===== config.mk =====
export PLATFORM = sky130hd
export DESIGN_NAME = boot_cfg_capture
export DESIGN_NICKNAME = d
export VERILOG_FILES = /design/src/rtl/boot_cfg_pkg.sv /design/src/rtl/cfg_addr_decode.sv /design/src/rtl/cfg_byte_store.sv /design/src/rtl/cfg_release_fsm.sv /design/src/rtl/boot_cfg_capture.sv
export SDC_FILE = /design/constraint.sdc
export NUM_CORES = 1
export LEC_CHECK = 0
export CAP_MARGIN = 25
export CELL_PAD_IN_SITES_DETAIL_PLACEMENT = 1
export CELL_PAD_IN_SITES_GLOBAL_PLACEMENT = 1
export CORE_ASPECT_RATIO = 1.1
export CORE_UTILIZATION = 39
export CTS_CLUSTER_SIZE = 24
export DETAILED_ROUTE_END_ITERATION = 8
export PLACE_DENSITY_LB_ADDON = 0.12
export SETUP_SLACK_MARGIN = 0.1
export SLEW_MARGIN = 20
export SYNTH_ARGS = -nofsm -noshare
export SYNTH_HDL_FRONTEND = slang
export SYNTH_SLANG_ARGS = --single-unit

===== constraint.sdc =====
create_clock -name clk -period 3.2 [get_ports clk]
set_clock_uncertainty 0.2 [all_clocks]
set_input_delay 0.32 -clock clk [delete_from_list [all_inputs] [get_ports clk]]
set_output_delay 0.32 -clock clk [all_outputs]
set_load 0.005 [all_outputs]

===== src/rtl/boot_cfg_pkg.sv =====
package boot_cfg_pkg;
  typedef enum logic [1:0] {
    ST_COLLECT = 2'd0,
    ST_LOCK    = 2'd1,
    ST_SETTLE  = 2'd2,
    ST_RUN     = 2'd3
  } rel_state_e;
endpackage


===== src/rtl/cfg_addr_decode.sv =====
module cfg_addr_decode #(
  parameter int ADDR_W   = 4,
  parameter int BASE_OFF = 8,
  parameter int NBYTES   = 4
) (
  input  logic              wr_en,
  input  logic [ADDR_W-1:0] wr_addr,
  output logic [NBYTES-1:0] lane_sel
);
  // One compare per byte lane; at most one lane matches a given address.
  for (genvar i = 0; i < NBYTES; i++) begin : g_lane
    assign lane_sel[i] = wr_en && (wr_addr == ADDR_W'(BASE_OFF + i));
  end
endmodule


===== src/rtl/cfg_byte_store.sv =====
module cfg_byte_store #(
  parameter int NBYTES = 4,
  parameter int BYTE_W = 8,
  localparam int WORD_W = NBYTES * BYTE_W
) (
  input  logic              clk,
  input  logic              por_n,
  input  logic              accept,
  input  logic [NBYTES-1:0] lane_sel,
  input  logic [BYTE_W-1:0] wr_data,
  output logic [WORD_W-1:0] word,
  output logic [NBYTES-1:0] mask
);
  for (genvar i = 0; i < NBYTES; i++) begin : g_byte
    logic [BYTE_W-1:0] lane_q;
    always_ff @(posedge clk or negedge por_n) begin
      if (!por_n) begin
        lane_q  <= '0;
        mask[i] <= 1'b0;
      end else if (accept && lane_sel[i]) begin
        lane_q  <= wr_data;
        mask[i] <= 1'b1;
      end
    end
    assign word[i*BYTE_W +: BYTE_W] = lane_q;
  end
endmodule


===== src/rtl/cfg_release_fsm.sv =====
module cfg_release_fsm
  import boot_cfg_pkg::*;
(
  input  logic clk,
  input  logic por_n,
  input  logic mask_full,
  input  logic lock_done,
  output logic accept,
  output logic lock_req,
  output logic core_rst_n
);
  rel_state_e state_q, state_d;

  always_comb begin
    state_d = state_q;
    unique case (state_q)
      ST_COLLECT: if (mask_full) state_d = ST_LOCK;
      ST_LOCK:    if (lock_done) state_d = ST_SETTLE;
      ST_SETTLE:  state_d = ST_RUN;
      ST_RUN:     state_d = ST_RUN;
      default:    state_d = ST_COLLECT;
    endcase
  end

  always_ff @(posedge clk or negedge por_n) begin
    if (!por_n) state_q <= ST_COLLECT;
    else        state_q <= state_d;
  end

  assign accept     = (state_q != ST_RUN);
  assign lock_req   = (state_q == ST_LOCK);
  assign core_rst_n = (state_q == ST_RUN);
endmodule


===== src/rtl/boot_cfg_capture.sv =====
module boot_cfg_capture #(
  parameter int ADDR_W   = 4,
  parameter int BASE_OFF = 8,
  parameter int NBYTES   = 4,
  parameter int BYTE_W   = 8,
  localparam int WORD_W  = NBYTES * BYTE_W
) (
  input  logic              clk,
  input  logic              por_n,
  input  logic              wr_en,
  input  logic [ADDR_W-1:0] wr_addr,
  input  logic [BYTE_W-1:0] wr_data,
  input  logic              lock_done,
  output logic              lock_req,
  output logic [WORD_W-1:0] cfg_word,
  output logic              core_rst_n
);
  logic [NBYTES-1:0] lane_sel;
  logic [NBYTES-1:0] byte_mask;
  logic              accept;

  cfg_addr_decode #(
    .ADDR_W(ADDR_W), .BASE_OFF(BASE_OFF), .NBYTES(NBYTES)
  ) dec_i (
    .wr_en(wr_en), .wr_addr(wr_addr), .lane_sel(lane_sel)
  );

  cfg_byte_store #(
    .NBYTES(NBYTES), .BYTE_W(BYTE_W)
  ) store_i (
    .clk(clk), .por_n(por_n), .accept(accept), .lane_sel(lane_sel),
    .wr_data(wr_data), .word(cfg_word), .mask(byte_mask)
  );

  cfg_release_fsm fsm_i (
    .clk(clk), .por_n(por_n), .mask_full(&byte_mask), .lock_done(lock_done),
    .accept(accept), .lock_req(lock_req), .core_rst_n(core_rst_n)
  );
endmodule


==> run summary <==
Run status - completed
Yosys cell types - 17
Drt pass-1 iters - 2
Seq/Total Area, Yosys - 0.641
DRC Markers - 0
Lkg Pwr - 0.985 nW
Top delay family on crit path - buffers and inverters
Sw Pwr - 0.308 mW
Post-Syn Area - 1480 um2
Gate Count Post-Synth - 89
Critical Path Start Type - flop
Via count - 947
Maximum clock path buffer count - 2
Crit-path slowest cell - clkdlybuf4s50_1
R2R cell count - 3
Total congestion overflow - 0
Hold Vio Cnt, Final - 0
Hold worst-path end - store_i.mask[1]
Hold Crit Start - store_i.mask[1]
Max_cap viols - 0
Depth of the CTS H-tree - 2
Initial antenna violation count - 0
Setup Viol. Count Final - 0
Syn avg cell area - 16.7 um2
GRT Overall Usage - 0.182
Largest net degree at the start of global routing - 39
Area growth from synthesis to final layout - 46.5%
Min-Delay Path Depth - 1
WL final - 3240 um
CTS clk-pin slew, worst paths - 80 ps
Post-CTS Setup Bufs - 0
Synth Warn # - 0
Worst-Margin Slew - 830 ps
Detailed router's first-iteration violation count - 25
Yosys reg bits - 38
Pwr dens - 667 nW/um2
Launching point of the worst reg2reg path - fsm_i.state_q[1]
Worst path max stage delay - 490 ps
Overall Power - 1.45 mW
Clk Latency, worst-skew pair - 290 ps
First-pass GRT wire length - 5060 um
Final worst path period need - 1970 ps
Num CTS Buffers - 5
Width of the die - 60.8 um
Port bufs - 49
Cell-internal power - 1.14 mW
Post-route setup TNS - 0 ps
Placeable Area - 3630 um2
Fraction of power spent switching nets - 0.213
Die H - 66.7 um
R2R Setup Slk - 1440 ps
Vias per cell - 4.83
ANT nets after route - 0
CP bufs+invs - 1
Worst-path cell chain - and2b_2 > clkdlybuf4s50_1
Hold Path Class - flop to flop
Vias in the first global route - 1011
Clock sinks - 38
Sequential Power Share - 0.437
Syn_nets - 105
CTS tree - done
Routed WL per cell - 16.5 um
Worst EP required - 2680 ps
GPL Wtd Cong - 0.658
Nets - 161
Fin crit share - 0.615
Comb power frac - 0.218
# resized after CTS - 0
Clk pwr share - 0.344
Max-slew headroom - 0.446
Diode count - 0
RSZ-0062 raised after global routing - false
Max Clk Rate - 0.508 GHz
RR Endpoint - store_i.g_byte[0].lane_q[6]
Share of post-route cells with drive strength above 1 - 0.349
Die ar. - 4050 um2
Io pins - 50
HPWL Detailed - 2230 um
Crit path max fanout - 5
VDD IR max - 0.381 mV
Crit end category - primary output
Row count - 23
Root Buffer - clkbuf_8
Crit path DAT - 1450 ps
Max-slew violation count - 0
Initial core utilization - 0.409
Setup Crit Path Kind - flop to primary output
-- cell usage after synthesis --
| library cell | count | area (um2) |
|---|---|---|
| a211o_2 | 1 | 10.0 |
| a21boi_4 | 1 | 18.8 |
| a21o_2 | 1 | 8.76 |
| and2_2 | 1 | 7.51 |
| and2b_2 | 1 | 8.76 |
| and4_4 | 1 | 11.3 |
| buf_6 | 1 | 11.3 |
| dfrtp_1 | 38 | 951 |
| inv_1 | 1 | 3.75 |
| mux2_2 | 32 | 360 |
| nand4_1 | 1 | 6.26 |
| nand4_2 | 1 | 12.5 |
| nand4b_2 | 2 | 30.0 |
| nor2_1 | 2 | 7.51 |
| nor2b_1 | 1 | 6.26 |
| or2_2 | 1 | 6.26 |
| or2b_1 | 3 | 22.5 |
-- flip-flops by register name, summed over array words and instances (netlist names) --
register / count
store_i.g_byte.lane_q: 32
store_i.mask: 4
fsm_i.state_q: 2
-- layout by cell type (no fill, tap or decap) --
cell,instances
a211o_2,1
clkdlybuf4s50_1,48
and2b_2,1
inv_1,1
and4_4,1
nand4_1,1
dfrtp_1,38
or2b_1,3
nor2b_1,1
clkbuf_8,6
dlygate4sd3_1,1
and2_2,1
buf_2,1
nand4_2,1
nand4b_2,2
bufinv_16,2
nor2_1,2
a21boi_4,1
a21o_2,1
mux2_2,32
or2_2,1
-- layout make-up --
type,count,area (um2)
clock buffer,6,82.6
tap,50,62.6
fill,364,1450
clock inverter,2,60.1
sequential,38,951
inverter,1,3.75
timing repair buffer,50,495
multi-input combinational,49,517
-- per-stage QoR --
stage | cells | setup slack, ps | util | instance area (um2) | hold slack, ps
finish | 196 | 1230 | 0.599 | 2170 | 267
detailed placement | 187 | 1080 | 0.557 | 2020 | 255
global route | 196 | 1180 | 0.599 | 2170 | 293
floorplan | 89 | 1580 | - | 1480 | -176
global placement | 187 | 1090 | 0.557 | 2020 | 250
CTS | 196 | 1220 | 0.599 | 2170 | 273
-- cells by family after synthesis --
group / synth area share
mux: 0.243
simple gates: 0.0802
buf+inv: 0.0101
compound gates: 0.0253
flops: 0.641
-- layer usage --
metal	track usage	vias up	part of all wire
met1	0.217	486	0.42
met5	0	-	0
met2	0.304	27	0.53
li1	-	429	-
met4	0.0682	0	0.015
met3	0.0563	5	0.040
-- worst max path at each step --
| stage | start | endpoint | cells after the start |
|---|---|---|---|
| global placement | wr_addr[3] | store_i.g_byte[0].lane_q[5] | 4 |
| floorplan | fsm_i.state_q[1] | store_i.g_byte[3].lane_q[0] | 4 |
| detailed placement | wr_addr[3] | store_i.g_byte[0].lane_q[6] | 4 |
| finish | fsm_i.state_q[1] | lock_req | 2 |
| CTS | fsm_i.state_q[1] | lock_req | 2 |
| global route | fsm_i.state_q[1] | lock_req | 2 |
-- timing repair --
item / in CTS / in global routing
hold endpoints to repair: 38 / 0
setup endpoints to repair: 0 / 0
hold buffers: 1 / 0
-- power groups by stage --
stage	logic (mW)	registers, mW	clock network (mW)
2_1_floorplan	0.0853	0.641	0
3_3_place_gp	0.311	0.636	0
3_5_place_dp	0.318	0.642	0
4_1_cts	0.324	0.634	0.512
5_1_grt	0.342	0.646	0.523
6_report	0.316	0.633	0.499
(Power assumes the default switching activity.)
